### config.mk
export PLATFORM = sky130hd
export DESIGN_NAME = therm_alert_mon
export DESIGN_NICKNAME = d
export VERILOG_FILES = /design/src/rtl/therm_pkg.sv /design/src/rtl/therm_max.sv /design/src/rtl/therm_cfg.sv /design/src/rtl/therm_force_mon.sv /design/src/rtl/therm_alert_mon.sv
export SDC_FILE = /design/constraint.sdc
export NUM_CORES = 1
export LEC_CHECK = 0
export CORE_UTILIZATION = 40
export CTS_BUF_LIST = sky130_fd_sc_hd__clkbuf_16
export DETAILED_ROUTE_END_ITERATION = 16
export REMOVE_ABC_BUFFERS = 1
export SLEW_MARGIN = 15
export SYNTH_ARGS = -nofsm -noshare
export SYNTH_HDL_FRONTEND = slang
export SYNTH_SLANG_ARGS = --single-unit
### constraint.sdc
create_clock -name clk -period 5 [get_ports clk]
set_clock_uncertainty 0.1 [all_clocks]
set_input_delay 1 -clock clk [delete_from_list [all_inputs] [get_ports clk]]
set_output_delay 1 -clock clk [all_outputs]
set_load 0.01 [all_outputs]
### src/rtl/therm_pkg.sv
package therm_pkg;
  typedef enum logic {
    SEL_HOT    = 1'b0,
    SEL_OFFSET = 1'b1
  } cfg_sel_e;
endpackage

### src/rtl/therm_max.sv
module therm_max #(
  parameter int N = 4,
  parameter int W = 8
) (
  input  logic [N*W-1:0] temps,
  output logic [W-1:0]   max_temp
);
  logic [W-1:0] run [N];

  assign run[0] = temps[W-1:0];

  generate
    for (genvar i = 1; i < N; i++) begin : g_cmp
      assign run[i] = (temps[i*W +: W] > run[i-1]) ? temps[i*W +: W] : run[i-1];
    end
  endgenerate

  assign max_temp = run[N-1];
endmodule

### src/rtl/therm_cfg.sv
module therm_cfg
  import therm_pkg::*;
#(
  parameter int         W         = 8,
  parameter logic [W-1:0] HOT_RESET = 8'd90
) (
  input  logic         clk,
  input  logic         rst_n,
  input  logic         plat_rst,
  input  logic         cfg_we,
  input  logic         cfg_sel,
  input  logic [W-1:0] cfg_wdata,
  output logic [W-1:0] hot_thr,
  output logic [W-1:0] alert_thr
);
  logic [W-1:0] hot_q, hot_d, off_q, off_d;

  always_comb begin
    hot_d = hot_q;
    off_d = off_q;
    if (cfg_we && cfg_sel == SEL_HOT) hot_d = cfg_wdata;
    if (plat_rst) off_d = '0;
    else if (cfg_we && cfg_sel == SEL_OFFSET) off_d = cfg_wdata;
  end

  always_ff @(posedge clk or negedge rst_n) begin
    if (!rst_n) begin
      hot_q <= HOT_RESET;
      off_q <= '0;
    end else begin
      hot_q <= hot_d;
      off_q <= off_d;
    end
  end

  assign hot_thr   = hot_q;
  assign alert_thr = (hot_q >= off_q) ? (hot_q - off_q) : '0;


  offset_clear_chk: assert property (@(posedge clk) disable iff (!rst_n)
    plat_rst |=> (off_q == '0));


  always_comb begin
    if (rst_n) alert_below_hot_chk: assert (alert_thr <= hot_thr);
  end
endmodule

### src/rtl/therm_force_mon.sv
module therm_force_mon #(
  parameter int MIN_FORCE = 8
) (
  input  logic clk,
  input  logic rst_n,
  input  logic force_hot,
  output logic force_short
);
  localparam int CW = $clog2(MIN_FORCE + 1);
  localparam logic [CW-1:0] CMAX = CW'(MIN_FORCE);

  logic [CW-1:0] cnt_q, cnt_d;
  logic          f_q, short_q, short_d;

  always_comb begin
    cnt_d   = force_hot ? ((cnt_q == CMAX) ? cnt_q : cnt_q + 1'b1) : '0;
    short_d = short_q;
    if (!force_hot && f_q) short_d = (cnt_q < CMAX);
  end

  always_ff @(posedge clk or negedge rst_n) begin
    if (!rst_n) begin
      cnt_q   <= '0;
      f_q     <= 1'b0;
      short_q <= 1'b0;
    end else begin
      cnt_q   <= cnt_d;
      f_q     <= force_hot;
      short_q <= short_d;
    end
  end

  assign force_short = short_q;


  short_hold_chk: assert property (@(posedge clk) disable iff (!rst_n)
    (force_hot || !f_q) |=> $stable(force_short));
endmodule

### src/rtl/therm_alert_mon.sv
module therm_alert_mon
  import therm_pkg::*;
#(
  parameter int           NUM_CORES = 4,
  parameter int           TEMP_W    = 8,
  parameter logic [TEMP_W-1:0] HOT_RESET = 8'd90,
  parameter logic [TEMP_W-1:0] TRIP_TEMP = 8'd125,
  parameter int           MIN_FORCE = 8
) (
  input  logic                          clk,
  input  logic                          rst_n,
  input  logic                          pwr_good,
  input  logic                          plat_rst,
  input  logic [NUM_CORES*TEMP_W-1:0]   core_temp,
  input  logic                          force_hot,
  input  logic                          cfg_we,
  input  logic                          cfg_sel,
  input  logic [TEMP_W-1:0]             cfg_wdata,
  output logic                          hot_n,
  output logic                          alert_n,
  output logic                          trip_n,
  output logic                          force_short
);
  logic [TEMP_W-1:0] max_temp, hot_thr, alert_thr;
  logic valid, trip_q, trip_d, hot_d, alert_d, tripo_d;
  logic hot_q, alert_q, tripo_q;

  therm_max #(.N(NUM_CORES), .W(TEMP_W)) u_max (
    .temps(core_temp), .max_temp(max_temp));

  therm_cfg #(.W(TEMP_W), .HOT_RESET(HOT_RESET)) u_cfg (
    .clk(clk), .rst_n(rst_n), .plat_rst(plat_rst), .cfg_we(cfg_we),
    .cfg_sel(cfg_sel), .cfg_wdata(cfg_wdata),
    .hot_thr(hot_thr), .alert_thr(alert_thr));

  therm_force_mon #(.MIN_FORCE(MIN_FORCE)) u_force (
    .clk(clk), .rst_n(rst_n), .force_hot(force_hot), .force_short(force_short));

  assign valid = pwr_good && !plat_rst;

  always_comb begin
    trip_d  = pwr_good ? (trip_q || (max_temp >= TRIP_TEMP)) : 1'b0;
    hot_d   = valid && (max_temp >= hot_thr);
    alert_d = valid && (max_temp >= alert_thr);
    tripo_d = valid && trip_d;
  end

  always_ff @(posedge clk or negedge rst_n) begin
    if (!rst_n) begin
      trip_q  <= 1'b0;
      hot_q   <= 1'b0;
      alert_q <= 1'b0;
      tripo_q <= 1'b0;
    end else begin
      trip_q  <= trip_d;
      hot_q   <= hot_d;
      alert_q <= alert_d;
      tripo_q <= tripo_d;
    end
  end

  assign hot_n   = !hot_q;
  assign alert_n = !alert_q;
  assign trip_n  = !tripo_q;


  gate_invalid_chk: assert property (@(posedge clk) disable iff (!rst_n)
    (!pwr_good || plat_rst) |=> (hot_n && alert_n && trip_n));


  trip_sticky_chk: assert property (@(posedge clk) disable iff (!rst_n)
    (!trip_n && pwr_good && !plat_rst) |=> !trip_n);


  hot_implies_alert_chk: assert property (@(posedge clk) disable iff (!rst_n)
    !hot_n |-> !alert_n);


  trip_clear_chk: assert property (@(posedge clk) disable iff (!rst_n)
    !pwr_good |=> trip_n);
endmodule

==> Word-level counts from Yosys, hierarchy flattened <==
Cells that the tools add are included.
W data, S select, Z words.
{ "totals": {"regBits": 26, "latchBits": 0, "ram_bits": 0, "rom_bits": 0, "input_bits": 47, "out_inout_bits": 4, "elab_cells": 45, "mem_count": 0} }
{ "op_classes": {"add_sub_neg": 2, "multipliers": 0, "div_mod_pow": 0, "n_lt_le_gt_ge": 8, "n_eq_ne": 2, "n_shift": 0, "muxes": 9, "bitwise": 1, "n_reduce_logical": 14} }
{ "op_table": {"columns": ["operator", "count"], "rows": [
  ["$mux W8", 6],
  ["$ge A8 B8 Y1", 3],
  ["$gt A8 B8 Y1", 3],
  ["$ge A8 B7 Y1 const B", 1],
  ["$mux W4", 2],
  ["$sub A8 B8 Y8", 1],
  ["$logic_and A1 B1 Y1", 7],
  ["$logic_not A1 Y1", 5],
  ["$add A4 B1 Y4 const B", 1],
  ["$eq A4 B4 Y1 const B", 1],
  ["$lt A4 B4 Y1 const B", 1],
  ["$ne A2 B2 Y1 const B", 1],
  ["$reduce_bool A2 Y1", 1],
  ["$logic_or A1 B1 Y1", 1],
  ["$mux W1", 1],
  ["$not A1 Y1", 1]
]} }

==> Longest topological paths before layout <==
{ "depth": {"ltp_word": 10, "mapped_depth": 37, "depth_no_buf": 35} }

==> Hierarchy <==
Synthesis repeated with hierarchy kept, for this count alone.
{ "hier_totals": {"hier_cells": 342, "hier_area_um2": 2881.5} }
{ "modules_own_cells": {"columns": ["module", "n_inst", "cells_each", "area_per_inst_um2", "seq_area_each_um2"], "rows": [
  ["therm_cfg", 1, 109, 1031.0, 405.4],
  ["therm_max", 1, 142, 992.2, 0.0],
  ["therm_alert_mon", 1, 65, 565.5, 100.1],
  ["therm_force_mon", 1, 26, 292.8, 150.1]
]} }

==> Least setup slack after synthesis <==
No wires, ideal clock.
{ "synth_path": {"path_type": "input to register", "startpoint": "in core_temp[7]", "endpoint": "reg hot_q", "arrival_time_ps": 6854, "required_time_ps": 4777, "setup_slack_ps": -2077, "stages": 30, "path_buffers": 2, "path_cell_list": "inv_1 ha_1 and4_1 a21boi_2 o21ai_2 buf_6 mux2i_1 ha_1 and4_4 nand2_2 or3_1 o211ai_2 o211ai_1 a22oi_2 mux2_2 ha_1 nand4_1 nor2_1 and4b_1 a21oi_1 o221ai_2 nor3_4 clkbuf_1 o21ai_0 ha_1 a21o_1 a21oi_1 nand2_1 o21bai_1 o221a_1"} }
{ "synth_via": {"elab_chain_cells": 8} }
{ "synth_rtl": {"columns": ["element", "line_no", "source"], "rows": [
  ["from (decl)", "therm_alert_mon.sv:14", "input logic [NUM_CORES*TEMP_W-1:0] core_temp,"],
  ["$gt A8 B8 Y1", "therm_max.sv:14", "assign run[i] = (temps[i*W +: W] > run[i-1]) ? temps[i*W +: W] : run[i-1];"],
  ["$mux W8 (*)", "therm_max.sv:14", null],
  ["$gt A8 B8 Y1", "therm_max.sv:14", null],
  ["$mux W8 (*)", "therm_max.sv:14", null],
  ["$gt A8 B8 Y1", "therm_max.sv:14", null],
  ["$mux W8 (*)", "therm_max.sv:14", null],
  ["$ge A8 B8 Y1 (*)", "therm_alert_mon.sv:43", "hot_d = valid && (max_temp >= hot_thr);"],
  ["$logic_and A1 B1 Y1 (*)", "therm_alert_mon.sv:43", null],
  ["via hot_d", "therm_alert_mon.sv:25", "logic valid, trip_q, trip_d, hot_d, alert_d, tripo_d;"],
  ["to (signal assigned)", "therm_alert_mon.sv:56", "hot_q <= hot_d;"],
  ["to (decl)", "therm_alert_mon.sv:26", "logic hot_q, alert_q, tripo_q;"]
]} }
The timed path passes the listed nets; every way through them passes the cells marked *.
A chain may end at the register's enable or synchronous reset.

==> Worst setup path after layout <==
{ "layout_path": {"startpoint": "in core_temp[1]", "endpoint": "reg hot_q"} }
The elaborated chain is that of the path after synthesis.

==> summary.md <==
| Metric | Value |
|---|---|
| Status | `complete, but fails checks` |
| Failing checks | `negative setup slack` |
| DRT met1 WL | `a little under 4000 um` |
| Distinct cells, synth | `60` |
| Min setup slack post-route | `-1825 ps` |
| Worst Tran Pin Value | `about 460 ps` |
| WL met3 | `270 um` |
| Top cell type's share of synthesized area | `19.08%` |
| Max_slew headroom | `between 60% and 70%` |
| RSZ-0062 raised after global routing | `yes` |
| Crit path largest cell delay | `between 300 and 400 ps` |
| Chip width | `87.88 um` |
| Vias in the first global route | `between 3000 and 4000` |
| Max_cap viols | `0` |
| Worst r2r src | `u_cfg.hot_thr[0]$_DFFE_PN0P_` |
| Ratio of cells with drive above 1 in the final layout | `between 40% and 50%` |
| Initial core utilization | `a little over two fifths` |
| Core area | `about 0.0069 mm^2` |
| Pre-CTS setup slack | `-2790 ps` |
| Layout net count | `579` |
| Vias per cell | `~5.3` |
| Sequential share of the synthesized area | `between 20% and 30%` |
| I/O Buffers | `50` |
| Num CTS Buffers | `3` |
| CP Class | `in -> reg` |
| Top_reg_cell synth | `dfrtp_1` |
| Power per Cell Area | `~290 mW/mm^2` |
| Area grow syn2layout | `60.56%` |
| Tot Pwr | `~1.4 mW` |
| Rows | `30` |
| Clock buffer depth | `2` |
| Most area-consuming cells after synthesis | `ha_1, dfrtp_1, inv_1` |
| Pins Over Slew Limit | `0` |
| Fill cell count | `543` |
| Antenna-violating nets left | `0` |
| Antenna cell count | `0` |
| First-iteration detailed-routing DRC count | `approximately 130` |
| Top Layer Used | `met4` |
| Critical hold path startpoint | `trip_q$_DFF_PN0_` |
| Cts hold-fix bufs | `0` |
| Nature of the critical path endpoint | `flip-flop` |
| Final setup vio count | `4` |
| R2R cell count | `19` |
| Hold Vio Cnt, Final | `0` |
| Maximum vdd ir drop | `around 0.22 mV` |
| Min Hold Slack | `between 400 and 500 ps` |
| Placed Cells | `550` |
| Cells after synthesis | `approximately 340` |
| GP Congestion | `approximately 0.92` |
| Final cell count without fillers | `roughly 580` |
| Post-synth top area cell | `ha_1` |
| CP max-delay cell | `nor3_4` |
| Worst-path clk slew | `approximately 70 ps` |
| First-pass GRT wire length | `14100 um` |
| Total wire length | `about 8800 um` |
| Critical Path Start Type | `input pin` |
| F_max | `between 0.1 and 0.15 GHz` |
| Met2 wire length | `4398 um` |
| WL per Instance | `roughly 15 um` |
| # clock sinks | `26` |
| Pin count of the biggest net entering global routing | `27` |
| Initial antenna violation count | `0` |
| Worst skew pair latency | `around 260 ps` |
| CTS tree | `built` |
| Tot GR Track Use | `a little under a quarter` |
| Post-Route Setup TNS | `-6080 ps` |
| Grt ovf | `0` |
| Worst EP arrival | `roughly 7000 ps` |
| CP max FO | `6` |
| First drt pass iteration count | `5` |
| Worst r2r dst | `alert_q$_DFF_PN0_` |
| Total number of vias | `between 3000 and 4000` |
| Tmin final | `between 6000 and 7000 ps` |
| Asr flop ratio synth | `100.0%` |
| Post-DP HPWL | `~6600 um` |
| Final period utilization | `136.5%` |
| Hold endpoint | `tripo_q$_DFF_PN0_` |
| Die area | `between 0.007 and 0.008 mm^2` |
| EDFF count, synth | `0` |
| FF-to-FF setup slack | `approximately 1300 ps` |
| CP Data Required Time | `5060 ps` |
| Post-synthesis register bit count | `26` |
| Worst Hold Class | `reg -> reg` |
| # IOs | `between 50 and 60` |
| Clock H-tree levels | `1` |
| Avg Cell Area, Syn | `around 8.6 um^2` |
| Hold depth | `2` |
| Leakage | `2.144 nW` |
| Root buf cell | `clkbuf_16` |
| Die extent in y | `87.88 um` |
| Drt drc | `0` |
| Syn Std Cell Area | `between 0.002 and 0.003 mm^2` |
| Synth warn | `0` |
-- layout by cell type, fill, tap and decap left out, types with 3 or more instances in the layout --
cell and n:
a21o_1 17, a21oi_1 17, a21oi_2 10, and2_1 3
and4_4 3, buf_2 9, buf_4 87, buf_6 8
clkbuf_16 3, clkdlybuf4s50_1 34, dfrtp_1 22, dfstp_2 4
ha_1 32, ha_4 13, inv_1 34, inv_2 7
mux2_2 8, mux2_4 4, mux2i_1 6, mux2i_2 5
nand2_1 31, nand2_2 4, nand2b_1 5, nand3_1 18
nand4_1 4, nor2_1 11, nor2b_1 6, o21ai_0 7
o21ai_1 3, o21ai_2 4, xnor2_1 4, xor2_1 4
-- state kept, by name (all words and copies together), names as in the netlist --
| register | count |
|---|---|
| hot_q | 1 |
| u_cfg.hot_thr | 8 |
| u_force.force_short | 1 |
| u_force.f_q | 1 |
| alert_q | 1 |
| u_cfg.off_q | 8 |
| trip_q | 1 |
| tripo_q | 1 |
| u_force.cnt_q | 4 |
-- synthesized netlist by cell type (all sizes together), types with 2 or more instances --
library cell  count
a211oi            3
a21boi            2
a21o             17
a21oi            28
a221oi            2
a31oi             2
and2              4
and3              2
and4              5
clkbuf            6
dfrtp            22
dfstp             4
ha               45
inv              42
maj3              2
mux2             12
mux2i            12
nand2            35
nand2b            6
nand3            19
nand4             4
nor2             12
nor2b             7
nor3              3
o211ai            4
o21a              2
o21ai            15
o31ai             2
xnor2             4
xor2              4
-- kinds of logic after synthesis --
| family | share of synthesized area [%] |
|---|---|
| and+or+nand+nor | 17.90 |
| AOI/OAI and AO/OA | 21.63 |
| buffers and inverters | 6.488 |
| adders and majority gates | 20.48 |
| DFF | 22.22 |
| muxes | 8.906 |
| xor gates and xnor gates | 2.375 |
-- per-layer routing --
layer | track usage, % | vias up
met5 | 0 | -
met4 | 6.706 | 0
met3 | 2.733 | 17
met2 | 43.69 | 70
met1 | 28.18 | 1476
li1 | - | 1527
-- area by class of cell --
| class | instances | area [um^2] | area share, % |
|---|---|---|---|
| repair buffers | 143 | 1174 | 24.78 |
| multi-input cells | 270 | 2522 | 53.25 |
| inverters | 42 | 160.2 | 3.381 |
| well taps | 96 | 120.1 | 2.536 |
| clock inverters | 1 | 30.03 | 0.6339 |
| clock buffers | 3 | 75.07 | 1.585 |
| flip-flops and latches | 26 | 655.6 | 13.84 |
-- where the power goes --
group          switching (mW)  internal [mW]
combinational           0.401          0.464
clock                  0.0736          0.159
sequential             0.0168          0.237
-- through the flow --
| stage | area (um^2) | util [%] |
|---|---|---|
| after global routing | 4737 | 68.22 |
| after detailed placement | 4053 | 58.36 |
| after global placement | 4053 | 58.36 |
| after CTS | 4509 | 64.94 |
| final | 4737 | 68.22 |
| after floorplan | 2917 | - |
-- critical path: cells and delay by family --
family                     cells  cell delay [ps]
AOI/OAI and AO/OA             13             2090
adders and majority gates      4              950
buffers and inverters          5              580
muxes                          2              470
and+or+nand+nor               11             1780
-- worst max-delay path by stage --
stage | slack [ps] | cells after the start | endpoint | from
5_1_grt | -2130 | 34 | alert_q$_DFF_PN0_ | core_temp[1]
3_3_place_gp | -2710 | 31 | hot_q$_DFF_PN0_ | core_temp[1]
4_1_cts | -1690 | 34 | alert_q$_DFF_PN0_ | core_temp[1]
6_report | -1830 | 35 | hot_q$_DFF_PN0_ | core_temp[1]
3_5_place_dp | -2790 | 35 | hot_q$_DFF_PN0_ | core_temp[1]
2_1_floorplan | -2190 | 28 | hot_q$_DFF_PN0_ | core_temp[7]
-- what timing repair did --
item	4_1_cts	5_1_grt
buffers inserted	14	14
gates resized for setup	113	34
setup endpoints to repair	4	4
pin swaps	45	38
cloned	1	0
Note: power is estimated with default switching activity, not from simulation.
